## src/rtl/pflash_pkg.sv

```systemverilog
package pflash_pkg;
  localparam logic [7:0] CMD_ARRAY  = 8'hFF;
  localparam logic [7:0] CMD_ARRAY2 = 8'hF0;
  localparam logic [7:0] CMD_CLRST  = 8'h50;
  localparam logic [7:0] CMD_RDST   = 8'h70;
  localparam logic [7:0] CMD_LOCK   = 8'h60;
  localparam logic [7:0] CMD_QUERY  = 8'h98;
  localparam logic [7:0] CNF_LOCK   = 8'h01;
  localparam logic [7:0] CNF_UNLOCK = 8'hD0;

  localparam int ST_READY  = 7;
  localparam int ST_LKERR  = 5;
  localparam int ST_CMDERR = 4;

  localparam logic [7:0] QRY_BASE = 8'h10;
  localparam logic [7:0] ARR_MUL  = 8'd37;
  localparam logic [7:0] ARR_ADD  = 8'd11;
endpackage

```

## src/rtl/pflash_seq.sv

```systemverilog
module pflash_seq
  import pflash_pkg::*;
#(
  parameter int CYC_W = 2,
  parameter int BLK_W = 2
) (
  input  logic             clk_i,
  input  logic             rst_ni,
  input  logic             wr_i,
  input  logic [7:0]       wdata_i,
  input  logic [BLK_W-1:0] blk_i,
  output logic [7:0]       cmd_o,
  output logic [CYC_W-1:0] wcyc_o,
  output logic [7:0]       status_o,
  output logic             lk_set_o,
  output logic             lk_clr_o,
  output logic [BLK_W-1:0] lk_idx_o
);
  logic [7:0]       cmd_q, cmd_d;
  logic [CYC_W-1:0] wcyc_q, wcyc_d;
  logic [7:0]       st_q, st_d;
  logic             set_c, clr_c;

  always_comb begin
    cmd_d  = cmd_q;
    wcyc_d = wcyc_q;
    st_d   = st_q;
    set_c  = 1'b0;
    clr_c  = 1'b0;
    if (wr_i) begin
      if (wcyc_q != '0) begin
        // second cycle of lock/unlock
        if (wdata_i == CNF_LOCK || wdata_i == CNF_UNLOCK) begin
          set_c          = (wdata_i == CNF_LOCK);
          clr_c          = (wdata_i == CNF_UNLOCK);
          st_d[ST_READY] = 1'b1;
          wcyc_d         = '0;
        end else begin
          if (wdata_i != CMD_ARRAY) st_d[ST_LKERR] = 1'b1;
          cmd_d  = CMD_ARRAY;
          wcyc_d = '0;
        end
      end else if (cmd_q == CMD_QUERY) begin
        if (wdata_i == CMD_ARRAY) cmd_d = CMD_ARRAY;
      end else begin
        unique case (wdata_i)
          CMD_ARRAY, CMD_ARRAY2: cmd_d = CMD_ARRAY;
          CMD_CLRST: begin
            st_d  = '0;
            cmd_d = CMD_ARRAY;
          end
          CMD_RDST:  cmd_d = CMD_RDST;
          CMD_QUERY: cmd_d = CMD_QUERY;
          CMD_LOCK: begin
            cmd_d  = CMD_LOCK;
            wcyc_d = wcyc_q + 1'b1;
          end
          default: begin
            st_d[ST_CMDERR] = 1'b1;
            cmd_d           = CMD_ARRAY;
          end
        endcase
      end
    end
  end

  always_ff @(posedge clk_i or negedge rst_ni) begin
    if (!rst_ni) begin
      cmd_q  <= CMD_ARRAY;
      wcyc_q <= '0;
      st_q   <= '0;
    end else begin
      cmd_q  <= cmd_d;
      wcyc_q <= wcyc_d;
      st_q   <= st_d;
    end
  end

  assign cmd_o    = cmd_q;
  assign wcyc_o   = wcyc_q;
  assign status_o = st_q;
  assign lk_set_o = set_c;
  assign lk_clr_o = clr_c;
  assign lk_idx_o = blk_i;

  logic first_clr;
  assign first_clr = wr_i && wcyc_q == '0 && cmd_q != CMD_QUERY && wdata_i == CMD_CLRST;

  AST_IDLE_HOLD: assert property (@(posedge clk_i) disable iff (!rst_ni)
    !wr_i |=> $stable(cmd_q) && $stable(wcyc_q) && $stable(st_q));
  AST_WCYC_ONLY_LOCK: assert property (@(posedge clk_i) disable iff (!rst_ni)
    wcyc_q != '0 |-> cmd_q == CMD_LOCK && wcyc_q == 1);
  AST_CLR_STATUS: assert property (@(posedge clk_i) disable iff (!rst_ni)
    first_clr |=> st_q == 8'h00 && cmd_q == CMD_ARRAY);
  AST_ERR_STICKY: assert property (@(posedge clk_i) disable iff (!rst_ni)
    !first_clr && (st_q[ST_CMDERR] || st_q[ST_LKERR]) |=>
      st_q[ST_CMDERR] >= $past(st_q[ST_CMDERR]) && st_q[ST_LKERR] >= $past(st_q[ST_LKERR]));
  AST_CONFIRM_READY: assert property (@(posedge clk_i) disable iff (!rst_ni)
    wr_i && wcyc_q != '0 && (wdata_i == CNF_LOCK || wdata_i == CNF_UNLOCK) |=>
      st_q[ST_READY] && wcyc_q == '0 && cmd_q == CMD_LOCK);
  AST_QUERY_HOLD: assert property (@(posedge clk_i) disable iff (!rst_ni)
    wr_i && cmd_q == CMD_QUERY && wdata_i != CMD_ARRAY |=> cmd_q == CMD_QUERY);
endmodule

```

## src/rtl/pflash_lock_bank.sv

```systemverilog
module pflash_lock_bank #(
  parameter int N_BLK = 4,
  parameter int BLK_W = 2
) (
  input  logic             clk_i,
  input  logic             rst_ni,
  input  logic             set_i,
  input  logic             clr_i,
  input  logic [BLK_W-1:0] idx_i,
  output logic [N_BLK-1:0] lock_o
);
  logic [N_BLK-1:0] lock_q;

  for (genvar b = 0; b < N_BLK; b++) begin : g_blk
    logic hit;
    assign hit = (idx_i == BLK_W'(b));
    always_ff @(posedge clk_i or negedge rst_ni) begin
      if (!rst_ni)             lock_q[b] <= 1'b0;
      else if (hit && set_i)   lock_q[b] <= 1'b1;
      else if (hit && clr_i)   lock_q[b] <= 1'b0;
    end
  end

  assign lock_o = lock_q;

  AST_LOCK_STABLE: assert property (@(posedge clk_i) disable iff (!rst_ni)
    !set_i && !clr_i |=> $stable(lock_q));
  AST_LOCK_EXCL: assert property (@(posedge clk_i) disable iff (!rst_ni)
    !(set_i && clr_i));
endmodule

```

## src/rtl/pflash_read_mux.sv

```systemverilog
module pflash_read_mux
  import pflash_pkg::*;
#(
  parameter int ADDR_W = 10
) (
  input  logic [ADDR_W-1:0] addr_i,
  input  logic [7:0]        cmd_i,
  input  logic [7:0]        status_i,
  output logic [7:0]        rdata_o
);
  logic [7:0] a8, arr_b, qry_b;

  assign a8    = addr_i[7:0];
  assign arr_b = a8 * ARR_MUL + ARR_ADD;

  always_comb begin
    unique case (a8)
      QRY_BASE:         qry_b = 8'h51;
      QRY_BASE + 8'd1:  qry_b = 8'h52;
      QRY_BASE + 8'd2:  qry_b = 8'h59;
      default:          qry_b = 8'h00;
    endcase
  end

  always_comb begin
    if (cmd_i == CMD_ARRAY)      rdata_o = arr_b;
    else if (cmd_i == CMD_QUERY) rdata_o = qry_b;
    else                         rdata_o = status_i;
  end

  always_comb begin
    if (cmd_i == CMD_RDST || cmd_i == CMD_LOCK)
      AST_STATUS_SEL: assert (rdata_o == status_i);
  end
endmodule

```

## src/rtl/pflash_cmd_ctrl.sv

```systemverilog
module pflash_cmd_ctrl
  import pflash_pkg::*;
#(
  parameter int ADDR_W = 10,
  parameter int N_BLK  = 4,
  parameter int CYC_W  = 2
) (
  input  logic              clk_i,
  input  logic              rst_ni,
  input  logic              cs_i,
  input  logic              we_i,
  input  logic [ADDR_W-1:0] addr_i,
  input  logic [7:0]        wdata_i,
  output logic [7:0]        rdata_o,
  output logic [N_BLK-1:0]  lock_o
);
  localparam int BLK_W = $clog2(N_BLK);

  logic             wr;
  logic [7:0]       cmd, status;
  logic [CYC_W-1:0] wcyc;
  logic             lk_set, lk_clr;
  logic [BLK_W-1:0] lk_idx;

  assign wr = cs_i && we_i;

  pflash_seq #(.CYC_W(CYC_W), .BLK_W(BLK_W)) u_seq (
    .clk_i    (clk_i),
    .rst_ni   (rst_ni),
    .wr_i     (wr),
    .wdata_i  (wdata_i),
    .blk_i    (addr_i[ADDR_W-1 -: BLK_W]),
    .cmd_o    (cmd),
    .wcyc_o   (wcyc),
    .status_o (status),
    .lk_set_o (lk_set),
    .lk_clr_o (lk_clr),
    .lk_idx_o (lk_idx)
  );

  pflash_lock_bank #(.N_BLK(N_BLK), .BLK_W(BLK_W)) u_lock (
    .clk_i  (clk_i),
    .rst_ni (rst_ni),
    .set_i  (lk_set),
    .clr_i  (lk_clr),
    .idx_i  (lk_idx),
    .lock_o (lock_o)
  );

  pflash_read_mux #(.ADDR_W(ADDR_W)) u_rmux (
    .addr_i   (addr_i),
    .cmd_i    (cmd),
    .status_i (status),
    .rdata_o  (rdata_o)
  );

  AST_RESET_STATE: assert property (@(posedge clk_i)
    $rose(rst_ni) |-> cmd == CMD_ARRAY && status == 8'h00 && lock_o == '0);
  AST_LOCK_WRITE_ONLY: assert property (@(posedge clk_i) disable iff (!rst_ni)
    !wr |=> $stable(lock_o));
endmodule

```

## config.mk

```make
export PLATFORM = sky130hd
export DESIGN_NAME = pflash_cmd_ctrl
export DESIGN_NICKNAME = d
export VERILOG_FILES = /design/src/rtl/pflash_pkg.sv /design/src/rtl/pflash_seq.sv /design/src/rtl/pflash_lock_bank.sv /design/src/rtl/pflash_read_mux.sv /design/src/rtl/pflash_cmd_ctrl.sv
export SDC_FILE = /design/constraint.sdc
export NUM_CORES = 1
export LEC_CHECK = 0
export CORE_MARGIN = 2
export CORE_UTILIZATION = 45
export DETAILED_ROUTE_END_ITERATION = 8
export PLACE_DENSITY_LB_ADDON = 0.12
export SLEW_MARGIN = 20
export SYNTH_ARGS = -nofsm -noshare
export SYNTH_HDL_FRONTEND = slang
export SYNTH_SLANG_ARGS = --single-unit
```

## constraint.sdc

```tcl
create_clock -name clk_i -period 10.4 [get_ports clk_i]
set_input_delay 1.56 -clock clk_i [delete_from_list [all_inputs] [get_ports clk_i]]
set_output_delay 1.56 -clock clk_i [all_outputs]
set_load 0.02 [all_outputs]
```

==> run summary, run 1 <==
outcome: complete, no violations
Worst Hold Endpoint: u_seq.cmd_o[4]
YS warnings: 0
synth-to-layout area growth: 27.9%
Setup violations, final: 0
slowest stage delay, CP: 540 ps
pwr dens: 107 nW/um^2
fillers: 266
number of remaining DRC errors: 0
Register Area: 330 um^2
Core Box Area: 2980 um^2
post-route insts no fill: 215
top cells by area, synth: ha_1 19%, dfrtp_1 16%, dfstp_2 7.6%
Synth Instances: 148
root buffer cell: clkbuf_4
CP arrival: 5050 ps
Cell Chain, Critical Path: clkdlybuf4s50_1, ha_1, ha_1, inv_1, fa_1, inv_1, ha_1, xor2_1, xnor3_1, and4b_1, or3_1, clkdlybuf4s50_1
max cap viols: 0
most used cell, CP: ha_1
Period minus WS final: 6610 ps
final clock skew: 5.85 ps
CP delay by family, top: adder cells
Post-DP Area: 1740 um^2
crit path max fanout: 3
Setup Fix Bufs, Post-CTS: 0
Hold Crit Start: u_seq.cmd_o[4]
first drt pass iteration count: 3
fmax: 0.151 GHz
sequential area share after synthesis: 0.239
Async S/R FF share, synth: 1.00
Worst Tran Pin Value: 567 ps
input/output buffers: 33
first-pass GRT wire length: 5.36 mm
vias in the first global route: 1,231
dpl cells: 211
1st-iter DRT viols: 23
global placement routability congestion: 0.751
nature of the critical path endpoint: primary output
antenna-violating nets left: 0
diode count: 0
top-count cell post-synth: ha_1
CTS Hold Buffers Added: 0
final instance area: 1770 um^2
Overflow after GRT: 0
H-tree level count: 1
Yosys cell types: 50
kind of critical path: in2out
Yosys top cell area share: 0.190
worst r2r src: u_seq.cmd_o[4]
syn_nets: 193
gr usage total: 0.201
I/O pin cnt: 34
HPWL after DPL: 2.54 mm
worst-case clock buffer depth: 2
nets: 228
CP Launch Type: primary input
Bufs and invs on worst path: 4
RSZ-0062 raised after global routing: no
Hold Path Depth: 2
layout cells sized above 1: 0.0934
slowest CP cell: clkdlybuf4s50_1
Horiz. Die Dim: 59.4 um
Fin. Hold Viols: 0
Tcrit/Tclk final: 0.636
Die ar.: 3530 um^2
area taken by multi-input logic gates: 986 um^2
Post-synth top cells: 21 x ha_1, 13 x inv_1, 9 x dfrtp_1, 9 x nor2_1
number of core rows: 20
Worst EP required: 8840 ps
Die Ht: 59.4 um
Worst R2R Path Depth: 3
Most used DFF post-synth: dfrtp_1
Initial Util: 0.464
Max IR drop VDD: 0.0839 mV
drt total wl: 3.08 mm
RR Endpoint: u_seq.cmd_o[6]
Post-Syn Area: 1380 um^2
Max Slew Vio Count: 0
setup TNS after final layout: 0 ps
Syn Area/Cell: 9.33 um^2
Post-synth EDFFs: 0
Pleak: 0.781 nW
drt wl/cell: 14.3 um
Vias: 1,250
cts repair resizes: 0
area leader, netlist: ha_1
FF+latch count, synth: 13
largest net degree at the start of global routing: 14
CTS Buf Count: 3
clk sinks: 13
initial antenna violation count: 0
Setup WS pre-CTS: 3750 ps
Hold Path Class: reg2reg
vias per cell: 5.81
PnR worst setup slack: 3790 ps
worst slew margin relative to its limit: 0.620
Final Util: 0.593
CTS tree: yes
Worst-Skew Late Latency: 280 ps
Clock transition at path regs: 90 ps
FF-to-FF setup slack: 8300 ps
-- layer usage --
layer  global-route usage  vias up  wire [um]
met5                    0        -          0
met3               0.0197        5         80
met2                0.375       17       1680
met4               0.0682        0         46
met1                0.235      595       1260
li1                     -      633          -
-- worst max path at each step --
stage | start | to | slack [ps] | depth (start not counted)
6_report | addr_i[4] | rdata_o[7] | 3790 | 12
5_1_grt | addr_i[4] | rdata_o[7] | 3650 | 12
2_1_floorplan | addr_i[4] | rdata_o[7] | 4800 | 10
4_1_cts | addr_i[4] | rdata_o[7] | 3760 | 12
3_3_place_gp | addr_i[4] | rdata_o[7] | 3840 | 12
3_5_place_dp | addr_i[4] | rdata_o[7] | 3750 | 12
-- cells in the final DEF, fill, tap and decap left out, types with 2 or more instances in the layout --
cell,instances
clkbuf_4,3
fa_1,2
a211oi_1,2
a21o_1,2
xnor2_1,2
xor2_1,4
or2_2,2
o22ai_1,4
dfstp_2,4
and3b_1,2
mux2_2,4
nor2_1,9
nand3_1,4
xnor3_1,2
o31ai_1,2
nand2_1,7
or4_1,2
ha_1,21
dfrtp_1,9
inv_1,13
o21ai_0,8
a21oi_1,3
nand4b_1,2
nand2b_1,2
clkdlybuf4s50_1,33
a31oi_1,2
nand4_1,8
-- area by class of cell --
type	count	area share
Sequential cell	13	0.187
Clock buffer	4	0.0149
Multi-Input combinational cell	118	0.558
Inverter	14	0.0297
Tap cell	33	0.0234
Timing Repair Buffer	33	0.187
-- tightest hold or removal path, stage by stage, from the launching register on --
cell and delay (ps):
dfstp_2 380, inv_1 50, mux2i_1 70
-- where the power goes --
group | switching (mW) | leakage, nW | total [mW] | internal (mW)
Combinational | 0.0522 | 0.609 | 0.105 | 0.0524
Sequential | 0.000440 | 0.157 | 0.0524 | 0.0519
Clock | 0.0178 | 0.0150 | 0.0327 | 0.0149
Total | 0.0704 | 0.781 | 0.190 | 0.119
-- kinds of logic (layout without fill, tap and decap cells) --
logic type               Yosys count  in the layout  share of synthesized area
buffers and inverters             17             51                     0.0471
XOR/XNOR                           8              8                     0.0706
AND/OR/NAND/NOR                   50             50                      0.223
adder cells (fa/ha/maj)           23             23                      0.219
multiplexers                       5              5                     0.0399
AO/OA/AOI/OAI                     32             32                      0.161
flip-flops                        13             13                      0.239
-- through the flow --
| stage | hold WS (ps) | total power [mW] |
|---|---|---|
| after detailed placement | 491 | 0.159 |
| after global routing | 535 | 0.202 |
| after CTS | 509 | 0.191 |
| after floorplan | 456 | 0.116 |
| final | 503 | 0.190 |
| after global placement | 470 | 0.156 |
-- sequential cells by signal, indices dropped and copies added (netlist names) --
signal          cells
u_lock.lock_o       4
u_seq.cmd_o         4
u_seq.status_o      3
u_seq.wcyc_o        2
No activity file was read; power rests on OpenSTA's default activity.
==> run 2: changes to the inputs <==
Clock period 10.4 ns to 5.99 ns, I/O delays scaled along.
==> results of run 2 <==
Same layout as run 1 (identical final DEF). Status: complete, no violations.
Main changes from that run: setup slack after placement 3750 ps -> 667 ps; setup slack after layout 3790 ps -> 699 ps; register-to-register setup slack 8300 ps -> 3890 ps; total power 0.190 mW -> 0.329 mW; worst IR drop on VDD 0.0839 mV -> 0.146 mV
==> run 3: changes to the inputs <==
Settings changed: CELL_PAD_IN_SITES_DETAIL_PLACEMENT set to 1, CELL_PAD_IN_SITES_GLOBAL_PLACEMENT set to 2, CORE_UTILIZATION 45 to 27.
==> run summary, run 3 (synthesized netlist as in run 1, its figures left out) <==
root buffer cell: clkbuf_8
CP delay by family, top: adder cells
Setup WS pre-CTS: 624 ps
PnR worst setup slack: 657 ps
Core Box Area: 5010 um^2
crit path max fanout: 3
Vias: 1,267
first drt pass iteration count: 4
synth-to-layout area growth: 32.6%
pwr dens: 193 nW/um^2
Tcrit/Tclk final: 0.890
cts repair resizes: 0
setup TNS after final layout: 0 ps
number of remaining DRC errors: 0
diode count: 0
largest net degree at the start of global routing: 14
Final Util: 0.366
Worst EP required: 5090 ps
Initial Util: 0.276
gr usage total: 0.139
global placement routability congestion: 0.739
RSZ-0062 raised after global routing: no
Fin. Hold Viols: 0
nets: 228
HPWL after DPL: 3.16 mm
Worst Tran Pin Value: 594 ps
Worst-Skew Late Latency: 240 ps
CP arrival: 4430 ps
layout cells sized above 1: 0.0934
Horiz. Die Dim: 75.5 um
Register Area: 330 um^2
input/output buffers: 33
nature of the critical path endpoint: primary output
slowest stage delay, CP: 540 ps
H-tree level count: 1
worst slew margin relative to its limit: 0.603
Overflow after GRT: 0
drt total wl: 3.69 mm
most used cell, CP: ha_1
commonest non-fill, non-tap cells in the layout: 33 x clkdlybuf4s50_1, 21 x ha_1, 13 x inv_1
max cap viols: 0
first-pass GRT wire length: 6.19 mm
Pleak: 0.789 nW
Bufs and invs on worst path: 4
Die Ht: 75.5 um
Cell Chain, Critical Path: clkdlybuf4s50_1, ha_1, ha_1, inv_1, fa_1, inv_1, ha_1, xor2_1, xnor3_1, and4b_1, or3_1, clkdlybuf4s50_1
vias per cell: 5.03
1st-iter DRT viols: 11
Period minus WS final: 5330 ps
antenna-violating nets left: 0
final clock skew: 5.97 ps
Die ar.: 5700 um^2
kind of critical path: in2out
Clock transition at path regs: 50 ps
CTS Buf Count: 3
commonest non-fill, non-tap cell in the layout: clkdlybuf4s50_1
fmax: 0.188 GHz
fillers: 598
initial antenna violation count: 0
drt wl/cell: 14.6 um
CTS Hold Buffers Added: 0
Setup Fix Bufs, Post-CTS: 0
worst-case clock buffer depth: 2
clk sinks: 13
slowest CP cell: clkdlybuf4s50_1
I/O pin cnt: 34
outcome: complete, no violations
Max IR drop VDD: 0.0980 mV
Hold Path Class: reg2reg
Max Slew Vio Count: 0
CP Launch Type: primary input
vias in the first global route: 1,362
Setup violations, final: 0
CTS tree: yes
number of core rows: 26
Pwr Total: 0.354 mW
area taken by multi-input logic gates: 986 um^2
==> run 3: cell counts in the layout (fill, tap and decap cells not counted) <==
Identical to the previous run, type by type.
==> run 3: where the power goes <==
group	internal [mW]	total (mW)	switching [mW]
registers	0.0904	0.0914	0.000951
clock network	0.0468	0.0764	0.0296
logic	0.0914	0.186	0.0949
total	0.229	0.354	0.125
==> run 3: tightest hold or removal path, delay by kind of cell (launching register included) <==
kind     cells  cell delay, ps
buf+inv      1              50
flops        1             380
mux          1              70
==> run 3: final timing paths <==
| kind | startpoint | end | slack [ps] | depth (start not counted) |
|---|---|---|---|---|
| setup / recovery | addr_i[4] | rdata_o[7] | 660 | 12 |
| hold / removal | u_seq.cmd_o[4] | u_seq.cmd_o[4] | 500 | 2 |
| setup reg to reg | u_seq.cmd_o[3] | u_seq.cmd_o[6] | 3870 | 3 |
| hold reg to reg | u_seq.cmd_o[4] | u_seq.cmd_o[4] | 500 | 2 |
| max in group asynchronous | rst_ni | u_lock.lock_o[2] | 4560 | 1 |
| min in group asynchronous | rst_ni | u_seq.wcyc_o[0] | 1040 | 1 |
==> run 3: metrics by stage <==
stage	instances	hold WS, ps	area (um^2)
final	252	498	1830
after floorplan	148	456	1380
after global placement	248	475	1790
after CTS	252	504	1830
after global routing	252	534	1830
after detailed placement	248	495	1790
==> run 3: cell type report <==
class                   instances  area share
flip-flops and latches         13       0.180
clock buffers                   4      0.0246
well taps                      70      0.0478
multi-input cells             118       0.538
inverters                      14      0.0287
repair buffers                 33       0.180
==> run 3: per-layer routing <==
layer	wire [um]	share of wire	track usage
met5	0	0	0
met1	1640	0.44	0.169
met4	0	0	0.0175
met3	86	0.023	0.0119
met2	1960	0.53	0.271
